--- src/rtl/arm_pkg.sv ---
package arm_pkg;
  localparam int ADDR_W      = 64;
  localparam int NUM_PAIRS   = 4;
  localparam int NUM_CHAN    = 2;   // 0 = code, 1 = data
  localparam int CMP_W       = 56;  // compared address bits
  localparam int PL_W        = 4;   // privilege-enable field width
  localparam int PL_LSB      = 56;  // field position in mask register
  localparam int BUNDLE_BITS = 4;   // 16-byte bundle
  localparam int SLOTS       = 3;   // instructions per bundle
  localparam int PAIR_W      = $clog2(NUM_PAIRS);
  localparam int SEL_W       = PAIR_W + 2;

  typedef struct packed {
    logic [NUM_CHAN-1:0][NUM_PAIRS-1:0] wrBase;
    logic [NUM_CHAN-1:0][NUM_PAIRS-1:0] wrMask;
    logic [NUM_CHAN-1:0]                sample;
    logic                               ckpt;
  } ctrl_t;
endpackage

--- src/rtl/arm_ctrl.sv ---
module arm_ctrl
  import arm_pkg::*;
(
  input  logic             cfgWe,
  input  logic [SEL_W-1:0] cfgSel,
  input  logic             chkMode,
  input  logic             iValid,
  input  logic             dValid,
  output ctrl_t            ctrl
);
  logic             selChan;
  logic [PAIR_W-1:0] selPair;
  logic             selMask;

  assign selChan = cfgSel[SEL_W-1];
  assign selPair = cfgSel[PAIR_W:1];
  assign selMask = cfgSel[0];

  always_comb begin
    ctrl.wrBase = '0;
    ctrl.wrMask = '0;
    for (int c = 0; c < NUM_CHAN; c++) begin
      for (int p = 0; p < NUM_PAIRS; p++) begin
        if (cfgWe && (int'(selChan) == c) && (int'(selPair) == p)) begin
          ctrl.wrBase[c][p] = !selMask;
          ctrl.wrMask[c][p] = selMask;
        end
      end
    end
    ctrl.sample = {dValid, iValid};
    ctrl.ckpt   = chkMode;
  end
endmodule

--- src/rtl/arm_datapath.sv ---
module arm_datapath
  import arm_pkg::*;
(
  input  logic              clk,
  input  logic              rstN,
  input  ctrl_t             ctrl,
  input  logic [ADDR_W-1:0] cfgData,
  input  logic [1:0]        curPl,
  input  logic [ADDR_W-1:0] iAddr,
  input  logic [ADDR_W-1:0] dAddr,
  output logic              iHit,
  output logic              dHit,
  output logic [1:0]        iIncr
);
  localparam logic [CMP_W-1:0] BUNDLE_MASK =
    {{(CMP_W-BUNDLE_BITS){1'b1}}, {BUNDLE_BITS{1'b0}}};

  logic [CMP_W-1:0] baseR [NUM_CHAN][NUM_PAIRS];
  logic [CMP_W-1:0] maskR [NUM_CHAN][NUM_PAIRS];
  logic [PL_W-1:0]  plmR  [NUM_CHAN][NUM_PAIRS];
  logic [CMP_W-1:0] chanAddr [NUM_CHAN];
  logic [NUM_CHAN-1:0][NUM_PAIRS-1:0] pairHit;
  logic [NUM_CHAN-1:0] chanHit;
  logic unusedBits;

  assign chanAddr[0] = iAddr[CMP_W-1:0];
  assign chanAddr[1] = dAddr[CMP_W-1:0];
  assign unusedBits  = ^{cfgData[ADDR_W-1:PL_LSB+PL_W],
                         iAddr[ADDR_W-1:CMP_W], dAddr[ADDR_W-1:CMP_W]};

  for (genvar c = 0; c < NUM_CHAN; c++) begin : g_chan
    for (genvar p = 0; p < NUM_PAIRS; p++) begin : g_pair
      logic [CMP_W-1:0] effMask;
      logic             pairEn;

      always_ff @(posedge clk) begin
        if (!rstN) begin
          baseR[c][p] <= '0;
          maskR[c][p] <= '0;
          plmR[c][p]  <= '0;
        end else begin
          if (ctrl.wrBase[c][p]) baseR[c][p] <= cfgData[CMP_W-1:0];
          if (ctrl.wrMask[c][p]) begin
            maskR[c][p] <= cfgData[CMP_W-1:0];
            plmR[c][p]  <= cfgData[PL_LSB +: PL_W];
          end
        end
      end

      if (c == 0) begin : g_code
        assign effMask = ctrl.ckpt ? ((p == 0) ? BUNDLE_MASK : maskR[c][p])
                                   : maskR[c][p];
        assign pairEn  = plmR[c][p][curPl] && !(ctrl.ckpt && (p != 0));
      end else begin : g_data
        assign effMask = maskR[c][p];
        assign pairEn  = plmR[c][p][curPl];
      end

      assign pairHit[c][p] = pairEn &&
        (((chanAddr[c] ^ baseR[c][p]) & effMask) == '0);
    end
    assign chanHit[c] = |pairHit[c];
  end

  always_ff @(posedge clk) begin
    if (!rstN) begin
      iHit  <= 1'b0;
      dHit  <= 1'b0;
      iIncr <= '0;
    end else begin
      iHit  <= ctrl.sample[0] && chanHit[0];
      dHit  <= ctrl.sample[1] && chanHit[1];
      if (ctrl.sample[0] && chanHit[0])
        iIncr <= ctrl.ckpt ? 2'(SLOTS) : 2'd1;
      else
        iIncr <= '0;
    end
  end
endmodule

--- src/rtl/addr_range_match.sv ---
module addr_range_match
  import arm_pkg::*;
(
  input  logic              clk,
  input  logic              rstN,
  input  logic              cfgWe,
  input  logic [SEL_W-1:0]  cfgSel,
  input  logic [ADDR_W-1:0] cfgData,
  input  logic              chkMode,
  input  logic [1:0]        curPl,
  input  logic              iValid,
  input  logic [ADDR_W-1:0] iAddr,
  input  logic              dValid,
  input  logic [ADDR_W-1:0] dAddr,
  output logic              iHit,
  output logic              dHit,
  output logic [1:0]        iIncr
);
  ctrl_t ctrl;

  arm_ctrl i_ctrl (
    .cfgWe(cfgWe), .cfgSel(cfgSel), .chkMode(chkMode),
    .iValid(iValid), .dValid(dValid), .ctrl(ctrl)
  );

  arm_datapath i_dp (
    .clk(clk), .rstN(rstN), .ctrl(ctrl), .cfgData(cfgData),
    .curPl(curPl), .iAddr(iAddr), .dAddr(dAddr),
    .iHit(iHit), .dHit(dHit), .iIncr(iIncr)
  );
endmodule

--- config.mk ---
export PLATFORM = sky130hd
export DESIGN_NAME = addr_range_match
export DESIGN_NICKNAME = d
export VERILOG_FILES = /design/src/rtl/arm_pkg.sv /design/src/rtl/arm_ctrl.sv /design/src/rtl/arm_datapath.sv /design/src/rtl/addr_range_match.sv
export SDC_FILE = /design/constraint.sdc
export NUM_CORES = 2
export LEC_CHECK = 0
export CAP_MARGIN = 20
export CORE_UTILIZATION = 35
export DETAILED_ROUTE_END_ITERATION = 12
export SLEW_MARGIN = 10
export SYNTH_ARGS = -nofsm -noshare
export SYNTH_HDL_FRONTEND = slang
export SYNTH_HIERARCHICAL = 1
export SYNTH_SLANG_ARGS = --single-unit
--- constraint.sdc ---
create_clock -name clk -period 3.5 [get_ports clk]
set_input_delay 0.875 -clock clk [delete_from_list [all_inputs] [get_ports clk]]
set_output_delay 0.875 -clock clk [all_outputs]
set_load 0.01 [all_outputs]
==> impl_metrics.toml <==
[power]
power_leakage_nw = 21.1
p_total_w = 0.0256
powerDensity_nw_per_um2 = 509
ir_drop_uv = 334

[hold_path]
hold_path_class = "reg -> reg"
hp-start = "i_dp/maskR[0][205]"

[cts]
cts_resized = 0
root_buffer = "clkbuf_16"
post-cts-setup-buffer-count = 0
clk_pin_slew_ns = 0.06
cts_sinks = 932
cts_max_level = 3
cts_buffers = 93
cts_buffer_depth = 3
cts_tree = "yes"
postCtsHoldBufs = 0
insertion_delay_ns = 0.65

[synth]
synthFlopType = "edfxtp_1"
syn_inst = 2928
ys_async_sr_fraction_pct = 0
synth.largest_area_cell = "edfxtp_1"
seq_area_frac_synth_pct = 67.3
syn_area_per_cell_um2 = 14.2
synth_warnings = 6
synth.top_cells.by_count = "and3_1, edfxtp_1, xor2_1, clkbuf_1, a22o_1"
synth-edff-count = 928
synth_area_um2 = 41500
synth_area_leaders = "edfxtp_1, and3_1, xor2_1, clkbuf_1, a22o_1"
ys_ff_latch = 932
netlist.area_leader.share_pct = 67.1
synth_cell_types = 38
syn_nets = 3132

[critical_path]
critPathKind = "in -> reg"
crit_path_start_kind = "input port"
cp-end-kind = "flip-flop"
crit_required_ns = 4.07
arrival_ns = 3.70
rr_startpoint = "i_dp/baseR[0][184]"
startpoint = "iAddr[42]"
crit_fanout = 3

[timing]
max-slew-margin-rel_pct = 32.3
fin_skew_ns = 0.0190
max_slew.worst_pin.slew_ns = 1.01
fin_setup_tns_ns = 0
rsz0062_at_grt = "false"
hold_viol = 0
fin_crit_sh_pct = 89.2
slew_violations = 0
clock.fmax_mhz = 320
finalCriticalPeriod_ns = 3.12
holdWs_ns = 0.726
setup_violations = 0

[layout]
fill_cells = 10301
nets = 3454
instances_no_fill = 4849
area_delta_synth_final_pct = 21.0
fin_util_pct = 43.0
drive_above_1_share_pct = 14.2

[routing]
via_per_inst = 5.56
drc = 0
route.vias.total = 26972
wirelength_mm = 134
antenna_left = 0
drt-initial-drc-count = 3226
post_drt_wl_per_cell_um = 27.7
firstDrtPassIters = 6

[place]
dp_hpwl_mm = 91.0
place.gp.congestion = 0.889
numPlacedInstances = 4679
io_buffers = 187

[job]
drv_cap = 0

[floorplan]
num_io_pins = 208
initial_core_util_pct = 35.5
core.rowCount = 125
die-area_um2 = 120000
dieWidth_um = 346
core_um2 = 117000
die_h_um = 346

[global_routing]
grt-ovfl-total = 0
grt.total_usage_pct = 21.9
grt_pass1_wl_mm = 189
grt_pass1_vias = 25836
grt_max_degree = 153
antenna_found_initial = 20

[status]
outcome = "finished clean"
## state kept, by name (all words and copies together) (netlist names)
name,count
i_dp/iIncr,2
i_dp/dHit,1
i_dp/plmR,32
i_dp/maskR,448
i_dp/iHit,1
i_dp/baseR,448
## path summary, 6_finish.rpt
check             slack [ns]            end  depth (start not counted)
setup / recovery        0.38  i_dp/iIncr[1]                         10
hold / removal          0.73  i_dp/iIncr[0]                          3
setup reg to reg        0.75  i_dp/iIncr[1]                          7
hold reg to reg         0.73  i_dp/iIncr[0]                          3
## critical path, cell delays in order
cell and delay, ns:
clkdlybuf4s50_1 0.51, buf_4 0.21, xor2_1 0.16, a22o_1 0.22
a221oi_1 0.38, buf_4 0.25, nand4_1 0.20, nor4_1 0.39
a32oi_1 0.19, a311oi_2 0.30
## per-layer routing
layer | vias to the layer above | part of all wire [%] | GRT usage, %
met1 | 13746 | 41 | 29.9
met3 | 186 | 8.2 | 3.82
met5 | - | 0.044 | 0
met4 | 10 | 2.5 | 5.90
li1 | 11880 | - | -
met2 | 1150 | 48 | 35.9
## area by class of cell
cell class,instances,area (um2),area share [%]
Timing Repair Buffer,491,4720,9.40
Antenna cell,1,2.50,0.00498
Clock buffer,116,2460,4.89
Multi-Input combinational cell,1731,12800,25.4
Sequential cell,932,27900,55.6
Clock inverter,53,418,0.832
Inverter,1,3.75,0.00747
Tap cell,1524,1910,3.80
## report_power, final
group	switching, W	leakage, nW	internal [W]
clock	0.00419	1.41	0.00546
sequential	0.000225	8.92	0.0129
combinational	0.00172	10.8	0.00105
total	0.00614	21.1	0.0195
## layout by cell type, fill, tap and decap left out, drive strengths merged, types with 3 or more instances in the layout
cell,synthesis,final
nand2b,18,18
mux2i,4,4
or4,3,3
a222oi,6,6
a22o,88,88
a21oi,7,7
clkbuf,260,116
edfxtp,928,928
dfxtp,4,4
a32oi,3,3
a211oi,4,4
clkdlybuf4s50,0,186
nor2,14,14
clkinv,0,44
nor4,17,17
nor2b,4,4
nor3,5,5
buf,4,305
and3,928,928
mux4,4,4
a221oi,91,91
xor2,448,448
a22oi,31,31
nand3,5,5
bufinv,0,7
nand2,7,7
nand4,33,33
## metrics by stage
step | worst slack [ns] | instance area, um2
floorplan | 0.00123 | 41500
global placement | -0.260 | 47400
detailed placement | -0.235 | 47400
CTS | 0.442 | 50200
global route | 0.284 | 50200
finish | 0.379 | 50200
## kinds of logic (layout without fill, tap and decap cells)
logic type | after synthesis | count (layout) | share of synthesized area (%)
other | 0 | 1 | 0
flip-flops | 932 | 932 | 67.3
AO/OA/AOI/OAI | 238 | 238 | 4.96
buffers and inverters | 265 | 661 | 2.43
AND/OR/NAND/NOR | 1037 | 1037 | 15.5
multiplexers | 8 | 8 | 0.313
XOR/XNOR | 448 | 448 | 9.45
(Power assumes the default switching activity.)
